### src/rtl/dma_flow_seq.sv
module dma_flow_seq #(
  parameter int CNT_W      = 12,
  parameter int FIFO_DEPTH = 4
) (
  input  logic        clk,
  input  logic        rst_n,
  input  logic        cfg_we,
  input  logic [31:0] cfg_src,
  input  logic [31:0] cfg_dst,
  input  logic [31:0] cfg_next,
  input  logic [31:0] cfg_ctrl,
  input  logic        en_set,
  input  logic        src_req,
  input  logic        src_last,
  input  logic        dst_req,
  input  logic        dst_last,
  input  logic        prio_win,
  input  logic        bus_gnt,
  input  logic        xfer_err,
  output logic        xfer_stb,
  output logic        xfer_wr,
  output logic        src_ack,
  output logic        dst_ack,
  output logic        mem_rd,
  output logic [31:0] mem_addr,
  input  logic [31:0] mem_rdata,
  input  logic        mem_rvalid,
  output logic        irq_tc,
  output logic        irq_err,
  input  logic        clr_tc,
  input  logic        clr_err,
  output logic        ch_en,
  output logic [31:0] src_addr,
  output logic [31:0] dst_addr,
  output logic [31:0] next_ptr,
  output logic [31:0] ctrl_word
);
  localparam int FW     = $clog2(FIFO_DEPTH + 1);
  localparam int P2P_B  = 16;
  localparam int PFL_B  = 17;
  localparam int TCIE_B = 31;

  typedef enum logic [1:0] {S_OFF, S_RUN, S_FETCH} st_t;

  st_t              st;
  logic [31:0]      src_r, dst_r, nxt_r, ctl_r, fbase;
  logic [CNT_W-1:0] s_left, d_left;
  logic [FW-1:0]    fill;
  logic [1:0]       fidx;
  logic             s_done;

  logic        p2p, pfl, go, src_beat, dst_beat, err, src_end, dst_end, fin;
  logic [31:0] ctl_n;

  assign p2p      = ctl_r[P2P_B];
  assign pfl      = ctl_r[PFL_B];
  assign go       = (st == S_RUN) && prio_win && bus_gnt;
  assign dst_beat = go && p2p && dst_req && (fill != '0);
  assign src_beat = go && !dst_beat && src_req && !s_done &&
                    (!p2p || fill != FW'(FIFO_DEPTH));
  assign xfer_stb = src_beat || dst_beat;
  assign xfer_wr  = dst_beat;
  assign err      = xfer_stb && xfer_err;
  assign src_end  = src_beat && !xfer_err && (pfl ? src_last : (s_left == CNT_W'(1)));
  assign dst_end  = dst_beat && !xfer_err && (pfl ? dst_last : (d_left == CNT_W'(1)));
  assign fin      = p2p ? dst_end : src_end;
  assign ctl_n    = cfg_we ? cfg_ctrl : ctl_r;

  assign mem_rd    = (st == S_FETCH);
  assign mem_addr  = fbase + {28'd0, fidx, 2'b00};
  assign ch_en     = (st != S_OFF);
  assign src_addr  = src_r;
  assign dst_addr  = dst_r;
  assign next_ptr  = nxt_r;
  assign ctrl_word = ctl_r;

  always_ff @(posedge clk or negedge rst_n) begin
    if (!rst_n) begin
      st      <= S_OFF;
      src_r   <= '0;
      dst_r   <= '0;
      nxt_r   <= '0;
      ctl_r   <= '0;
      fbase   <= '0;
      s_left  <= '0;
      d_left  <= '0;
      fill    <= '0;
      fidx    <= '0;
      s_done  <= 1'b0;
      src_ack <= 1'b0;
      dst_ack <= 1'b0;
      irq_tc  <= 1'b0;
      irq_err <= 1'b0;
    end else begin
      src_ack <= src_end;
      dst_ack <= dst_end;
      irq_tc  <= (fin && ctl_r[TCIE_B]) || (irq_tc && !clr_tc);
      irq_err <= err || (irq_err && !clr_err);
      case (st)
        S_OFF: begin
          if (cfg_we) begin
            src_r <= cfg_src;
            dst_r <= cfg_dst;
            nxt_r <= cfg_next;
            ctl_r <= cfg_ctrl;
          end
          if (en_set) begin
            st     <= S_RUN;
            s_left <= ctl_n[CNT_W-1:0];
            d_left <= ctl_n[CNT_W-1:0];
            s_done <= 1'b0;
            fill   <= '0;
          end
        end
        S_RUN: begin
          fill <= fill + FW'(src_beat && p2p) - FW'(dst_beat);
          if (src_beat) s_left <= s_left - CNT_W'(1);
          if (dst_beat) d_left <= d_left - CNT_W'(1);
          if (src_end && p2p) s_done <= 1'b1;
          if (err) begin
            st <= S_OFF;
          end else if (fin) begin
            if (nxt_r != '0) begin
              st    <= S_FETCH;
              fbase <= nxt_r;
              fidx  <= '0;
            end else begin
              st <= S_OFF;
            end
          end
        end
        S_FETCH: begin
          if (mem_rvalid) begin
            fidx <= fidx + 2'd1;
            case (fidx)
              2'd0: src_r <= mem_rdata;
              2'd1: dst_r <= mem_rdata;
              2'd2: nxt_r <= mem_rdata;
              default: begin
                ctl_r  <= mem_rdata;
                st     <= S_RUN;
                s_left <= mem_rdata[CNT_W-1:0];
                d_left <= mem_rdata[CNT_W-1:0];
                s_done <= 1'b0;
                fill   <= '0;
              end
            endcase
          end
        end
        default: st <= S_OFF;
      endcase
    end
  end
endmodule

### config.mk
export PLATFORM = sky130hd
export DESIGN_NAME = dma_flow_seq
export DESIGN_NICKNAME = d
export VERILOG_FILES = /design/src/rtl/dma_flow_seq.sv
export SDC_FILE = /design/constraint.sdc
export NUM_CORES = 1
export LEC_CHECK = 0
export ABC_AREA = 1
export BUFFER_PORTS_ARGS = -buffer_cell sky130_fd_sc_hd__buf_4
export CELL_PAD_IN_SITES_DETAIL_PLACEMENT = 0
export CELL_PAD_IN_SITES_GLOBAL_PLACEMENT = 1
export CORE_MARGIN = 1
export CORE_UTILIZATION = 36
export DETAILED_ROUTE_END_ITERATION = 10
export HOLD_SLACK_MARGIN = 0.05
export PLACE_DENSITY = 0.89
export SYNTH_ARGS = -nofsm -noshare
export SYNTH_HDL_FRONTEND = slang
export SYNTH_SLANG_ARGS = --single-unit
### constraint.sdc
create_clock -name clk -period 2.7 [get_ports clk]
set_input_delay 0.135 -clock clk [delete_from_list [all_inputs] [get_ports clk]]
set_output_delay 0.135 -clock clk [all_outputs]
set_load 0.01 [all_outputs]
==> flow_metrics.py, run 1 <==
metrics = {
    "yosys": {
        "synthTopCellsByArea": "dfrtp_1, nand2_1, nor2_1",
        "syn-cell-area_um2": 10100,
        "synth_nets": 1473,
        "syn_avg_cell_area_um2": 7.90,
        "yosysTopAreaCell": "dfrtp_1",
        "syn_inst": 1281,
        "yosys_warnings": 0,
        "yosysSeqAreaShare_pct": 48.4,
        "yosys.area.top_type_share_pct": 48.4,
        "ys_ff_latch": 196,
        "yosys.cell_types.count": 37,
    },
    "power": {
        "clockPowerShare_pct": 17.5,
        "p_sw_share_pct": 42.4,
        "pwr-share-comb_pct": 46.4,
        "p_int_mw": 8.52,
        "seqPwrFrac_pct": 36.1,
        "p_leak_nw": 7.33,
        "power.density_nw_per_um2": 986,
        "peakVddDrop_uv": 484,
        "switching_power_mw": 6.27,
    },
    "layout": {
        "n_antenna_cell": 0,
        "num-fill-cells": 2561,
        "layout-drive-gt1-share_pct": 25.1,
        "layout.nets": 1915,
        "area_delta_synth_final_pct": 48.2,
        "final_cell_count_no_fill": 2113,
        "fin_util_pct": 54.2,
    },
    "routing": {
        "route.met3.wl_um": 2600,
        "routedLengthMet1_um": 16900,
        "vias": 10900,
        "first_pass_iters": 5,
        "route.top_layer_used": "met4",
        "wl_um": 39300,
        "drt-initial-drc-count": 891,
        "drc": 0,
        "drt.antenna.violating_nets": 0,
        "wl_per_cell_um": 18.6,
        "vias_per_cell": 5.14,
        "wl_met2_um": 18900,
    },
    "sta": {
        "setup_ws_ns": -0.0405,
        "relSlewSlack_pct": 52.0,
        "min_period_ns": 2.74,
        "fmaxAchievable_mhz": 365,
        "skew_ns": 0.0193,
        "hold_viol": 0,
        "setup_violations": 1,
        "drv_slew": 0,
        "fin_crit_sh_pct": 101,
        "worst_pin_slew_ns": 0.720,
        "rsz0062_at_grt": "yes",
    },
    "clock_tree": {
        "cts.htree.levels": 4,
        "cts_sinks": 196,
        "cts_tree": "done",
        "cts.reportedPaths.clkPinSlew_ns": 0.09,
        "cts_buffer_depth": 2,
        "ctsRootBufferMaster": "clkbuf_16",
        "clk_latency_ns": 0.45,
        "cts-buffers-inserted": 17,
    },
    "global_routing": {
        "grt_usage_pct": 26.6,
        "grt_pass1_wl_um": 58000,
        "grt_antenna_before_repair": 1,
        "grt_overflow": 0,
        "grt_pass1_vias": 10300,
        "grt_start_max_net_pins": 96,
    },
    "status": {
        "violations": "setup timing",
        "status": "complete, but fails checks",
    },
    "setup_path": {
        "cp-start-kind": "flop",
        "critPathCaptureType": "output pin",
        "worstSetupPathType": "reg2out",
        "critPathRequiredTime_ns": 2.57,
        "critPathMaxStageDelay_ns": 0.39,
        "cp_max_fo": 3,
        "cp_data_arrival_time_ns": 2.61,
        "worstPathCellList": "ha_2 -> inv_2 -> fa_2 -> inv_2 -> nand3_4 -> buf_4 -> nor4_1 -> nand3_1 -> xor2_1 -> buf_4",
        "crit_slowest_cell": "fa_2",
    },
    "placed_design": {
        "gp_congestion": 0.943,
        "io_buffers": 341,
        "dp_slack_ns": 0.185,
        "place_inst": 1954,
        "hpwlAfterDp_um": 27500,
    },
    "floorplanning": {
        "std_cell_rows": 61,
        "io_pins": 342,
        "fp.dieH_um": 170,
        "core_um2": 27700,
        "die_x_um": 170,
        "dieArea_um2": 28800,
        "start_util_pct": 36.5,
    },
    "min_path": {
        "hold_path_class": "in2reg",
    },
    "run": {
        "max-cap-violations": 0,
    },
}
stage by stage:
stage	total power, mW	hold slack (ns)	setup TNS [ns]	cell area [um2]
finish	14.8	0.0741	-0.0405	15000
global route	15.7	0.0704	-0.339	15000
CTS	14.7	0.0559	-0.000942	14900
detailed placement	12.0	0.253	0	13100
global placement	11.8	0.251	0	13100
floorplan	8.74	-0.161	0	10100
flip-flops by register name (all words and copies together) (netlist names):
register	cells
st	2
src_addr	32
src_ack	1
dst_ack	1
irq_tc	1
fill	3
next_ptr	32
fbase	32
s_left	12
ctrl_word	32
irq_err	1
fidx	2
d_left	12
dst_addr	32
s_done	1
per-layer routing:
| metal | vias to the layer above | GRT usage (%) |
|---|---|---|
| met5 | - | 0 |
| met1 | 5189 | 35.7 |
| met3 | 76 | 4.45 |
| li1 | 5140 | - |
| met2 | 463 | 43.4 |
| met4 | 0 | 9.13 |
worst paths after layout:
kind                                             from                   endpoint  slack, ns  depth (start not counted)
worst min-delay path                    mem_rdata[25]  ctrl_word[25]$_DFFE_PN0P_       0.07                          3
min in group asynchronous                       rst_n   ctrl_word[5]$_DFFE_PN0P_       0.31                          2
max in group asynchronous                       rst_n   next_ptr[31]$_DFFE_PN0P_       1.54                          3
worst max register to register      st[1]$_DFFE_PN0P_        fill[2]$_DFFE_PN0P_       0.39                         12
worst max-delay path             fbase[2]$_DFFE_PN0P_               mem_addr[30]      -0.04                         10
worst min register to register  fbase[30]$_DFFE_PN0P_      fbase[30]$_DFFE_PN0P_       0.52                          2
power groups by stage:
stage               logic [mW]  registers (mW)  clock network [mW]
floorplan                 3.24            5.50                   0
global route              7.51            5.50                2.73
CTS                       6.80            5.31                2.61
detailed placement        6.64            5.35                   0
finish                    6.86            5.34                2.59
global placement          6.52            5.31                   0
cell families after synthesis:
family | Yosys count | share of synthesized area (%)
AND/OR/NAND/NOR | 605 | 24.6
AO/OA/AOI/OAI | 261 | 14.8
flip-flops | 196 | 48.4
buffers and inverters | 164 | 6.56
XOR/XNOR | 33 | 2.85
adder cells (fa/ha/maj) | 18 | 2.37
multiplexers | 4 | 0.395
cell usage in the layout (no fill, tap or decap), types with 2 or more instances in the layout:
master           n
mux2i_1          4
nand3_4          2
dfrtp_1        196
buf_4          358
o21ai_1         23
nand2_2          5
nor4_1           2
a21oi_1         47
clkbuf_16       17
nor3_4           2
inv_8            5
o21a_1           3
inv_1           96
nor3b_1          3
buf_12           7
nor3_1          10
inv_2            4
o21ai_0         59
a31oi_1        122
clkinvlp_4       5
xor2_1          22
nor2_2           6
ha_1            14
nand4_1         16
nand3_1         51
xnor2_1         11
nor2_1         204
or2_2            7
nand2_1        288
dlygate4sd3_1  119
ha_2             2
o211ai_1         3
nor2_4           4
cells in the mapped netlist:
cell type / n
nor2_4: 4
o21a_1: 3
and3_1: 1
xnor2_1: 11
fa_1: 2
nand3_1: 53
o31ai_1: 1
ha_1: 16
nand3_2: 1
o21ai_1: 23
inv_2: 3
nor4_1: 2
buf_2: 27
nor2_1: 208
o211ai_1: 3
inv_1: 98
clkinv_1: 1
nor2_2: 2
dfrtp_1: 196
buf_6: 1
or2_2: 7
a31oi_1: 122
mux2i_1: 4
nor3b_1: 4
or2_4: 1
o22ai_1: 1
nand2_2: 4
xor2_1: 22
o21ai_0: 59
clkbuf_1: 32
a21oi_1: 47
nand4_1: 16
buf_4: 2
nand2_1: 289
nor3_1: 13
a22oi_1: 1
o211ai_4: 1
layout make-up:
cell class / instances / area (um2) / share of cell area, %
multi-input combinational: 921 / 4640 / 30.9
inverter: 102 / 385 / 2.57
clock buffer: 17 / 425 / 2.83
timing repair buffer: 485 / 4030 / 26.9
tap: 378 / 473 / 3.15
sequential: 196 / 4900 / 32.7
clock inverter: 14 / 146 / 0.975
timing repair:
action                     4_1_cts  5_1_grt
hold endpoints to repair       198        0
setup endpoints to repair        7       10
hold buffers                   119        0
pin swaps                        4        5
resized for setup                8       12
setup buffers                    5        4
worst max-delay path: cells and delay by family, from the launching register on:
family / cells / cell delay [ns]
buffers and inverters: 4 / 0.44
xor gates and xnor gates: 1 / 0.17
adders and majority gates: 2 / 0.59
DFF: 1 / 0.36
and+or+nand+nor: 3 / 0.61
No activity file was read; power rests on OpenSTA's default activity.
==> inputs of run 2 (changes only) <==
--- a/config.mk
+++ b/config.mk
@@ -14,6 +14,7 @@
 export DETAILED_ROUTE_END_ITERATION = 10
 export HOLD_SLACK_MARGIN = 0.05
 export PLACE_DENSITY = 0.89
+export REMOVE_ABC_BUFFERS = 1
 export SYNTH_ARGS = -nofsm -noshare
 export SYNTH_HDL_FRONTEND = slang
 export SYNTH_SLANG_ARGS = --single-unit
==> run 2 against run 1 <==
  * The flow still finishes with violations (setup timing)
  * Sequential power barely moved
  * Count of clock-buffer cells in the layout grew 1
  * Register-to-register slack got worse by 0.26 ns
  * Non-clock buffer count up 25
==> flow_metrics.py, run 2 (synthesized netlist as in run 1, its figures left out) <==
metrics = {
    "status": {
        "status": "complete, but fails checks",
        "violations": "setup timing",
    },
    "setup_path": {
        "rrSetupSlack_ns": 0.13,
        "critPathCaptureType": "output pin",
        "r2r.worst_path.cells": 11,
        "worstReg2RegStart": "st[0]$_DFFE_PN0P_",
        "r2r-end": "dst_addr[29]$_DFFE_PN0P_",
        "cp-start-kind": "flop",
        "cp_data_arrival_time_ns": 2.58,
        "worstSetupPathType": "reg2out",
        "critPathRequiredTime_ns": 2.57,
        "cp_max_fo": 3,
    },
    "power": {
        "pwr-share-comb_pct": 47.8,
        "clockPowerShare_pct": 16.8,
        "switching_power_mw": 6.39,
        "power.density_nw_per_um2": 984,
        "peakVddDrop_uv": 473,
        "p_int_mw": 8.63,
        "p_leak_nw": 7.45,
        "seqPwrFrac_pct": 35.5,
        "p_sw_share_pct": 42.5,
        "p_total_mw": 15.0,
    },
    "routing": {
        "routedLengthMet1_um": 16700,
        "route.met3.wl_um": 2260,
        "vias_per_cell": 5.07,
        "wl_met2_um": 17800,
        "drt-initial-drc-count": 797,
        "wl_per_cell_um": 17.7,
        "wl_um": 37900,
        "route.top_layer_used": "met4",
        "first_pass_iters": 5,
        "drt.antenna.violating_nets": 0,
        "drc": 0,
        "vias": 10900,
    },
    "sta": {
        "fmaxAchievable_mhz": 369,
        "relSlewSlack_pct": 60.8,
        "rsz0062_at_grt": "yes",
        "setup_violations": 1,
        "fin_crit_sh_pct": 100,
        "drv_slew": 0,
        "skew_ns": 0.0227,
        "min_period_ns": 2.71,
        "setup_ws_ns": -0.0130,
        "worst_pin_slew_ns": 0.588,
        "hold_viol": 0,
    },
    "floorplanning": {
        "fp.dieH_um": 170,
        "core_um2": 27700,
        "std_cell_rows": 61,
        "die_x_um": 170,
        "dieArea_um2": 28800,
        "io_pins": 342,
        "start_util_pct": 36.5,
    },
    "layout": {
        "n_antenna_cell": 0,
        "multi_input_area_um2": 4660,
        "final_cell_count_no_fill": 2139,
        "final_common_cell": "buf_4",
        "mostFrequentLayoutCells": "buf_4, nand2_1, nor2_1",
        "fin_util_pct": 55.1,
        "register_area_um2": 4900,
        "num-fill-cells": 2561,
        "layout.nets": 1940,
        "area_delta_synth_final_pct": 50.8,
        "layout-drive-gt1-share_pct": 25.6,
    },
    "global_routing": {
        "grt_antenna_before_repair": 0,
        "grt_pass1_vias": 10400,
        "grt_pass1_wl_um": 57000,
        "grt_overflow": 0,
        "grt_start_max_net_pins": 97,
        "grt_usage_pct": 25.6,
    },
    "min_path": {
        "min_from": "mem_rdata[29]",
        "min_to": "next_ptr[29]$_DFFE_PN0P_",
        "holdPathStages": 3,
        "hold_path_class": "in2reg",
    },
    "clock_tree": {
        "cts-buffers-inserted": 17,
        "ctsRootBufferMaster": "clkbuf_16",
        "cts.reportedPaths.clkPinSlew_ns": 0.08,
        "cts_tree": "done",
        "cts.htree.levels": 4,
        "clk_latency_ns": 0.44,
        "cts_buffer_depth": 2,
        "cts_sinks": 196,
    },
    "run": {
        "max-cap-violations": 0,
    },
    "placed_design": {
        "place_inst": 1959,
        "gp_congestion": 0.865,
        "hpwlAfterDp_um": 26200,
        "io_buffers": 341,
    },
}
-- run 2: metrics by stage --
stage / cell area, um2 / setup slack (ns) / setup TNS (ns) / hold WS (ns)
2_1_floorplan: 9840 / -1.50 / -143.80 / -0.161
3_3_place_gp: 13100 / 0.263 / 0 / 0.180
3_5_place_dp: 13100 / 0.184 / 0 / 0.189
4_1_cts: 15100 / 0.00333 / 0 / 0.0526
5_1_grt: 15300 / -0.175 / -0.551 / 0.0532
6_report: 15300 / -0.0130 / -0.0130 / 0.0611
-- run 2: layout make-up --
| type | count | share of cell area [%] |
|---|---|---|
| Sequential cell | 196 | 32.1 |
| Multi-Input combinational cell | 921 | 30.5 |
| Clock inverter | 14 | 0.967 |
| Timing Repair Buffer | 510 | 27.9 |
| Inverter | 102 | 2.54 |
| Tap cell | 378 | 3.10 |
| Clock buffer | 18 | 2.81 |
-- run 2: what timing repair did --
item / 4_1_cts / 5_1_grt
setup endpoints to repair: 7 / 18
resized for setup: 9 / 19
buffers inserted: 5 / 10
pin swaps: 4 / 10
endpoints found under the hold margin: 184 / 0
hold buffers: 133 / 0
cloned: 0 / 1
-- run 2: critical path: stages (launching register included) --
cell and delay, ns:
dfrtp_1 0.38, ha_2 0.20, inv_2 0.04, fa_2 0.38
inv_2 0.09, nand3_4 0.08, nor3_4 0.17, nand3_2 0.15
nor3b_2 0.26, nand2_1 0.09, xnor2_1 0.16, buf_4 0.16
-- run 2: worst max-delay path by stage --
stage	cells after the start	from	slack [ns]	to
4_1_cts	11	fidx[0]$_DFFE_PN0P_	0.003	mem_addr[24]
3_3_place_gp	11	fbase[2]$_DFFE_PN0P_	0.26	mem_addr[24]
3_5_place_dp	11	fidx[0]$_DFFE_PN0P_	0.18	mem_addr[24]
5_1_grt	11	fidx[0]$_DFFE_PN0P_	-0.17	mem_addr[24]
2_1_floorplan	8	st[0]$_DFFE_PN0P_	-1.50	ctrl_word[12]$_DFFE_PN0P_
6_report	11	fidx[0]$_DFFE_PN0P_	-0.01	mem_addr[24]
-- run 2: layer usage --
| layer | track usage [%] | vias up |
|---|---|---|
| met1 | 34.9 | 5145 |
| met4 | 9.60 | 0 |
| met5 | 0 | - |
| li1 | - | 5197 |
| met2 | 40.9 | 429 |
| met3 | 4.27 | 81 |
-- run 2: power by group through the flow --
stage                     sequential, mW  clock (mW)  combinational, mW
after floorplan                     5.51           0               3.06
after global placement              5.29           0               6.63
after detailed placement            5.32           0               6.74
after CTS                           5.28        2.58               6.99
after global routing                5.48        2.70               7.84
final                               5.33        2.52               7.18
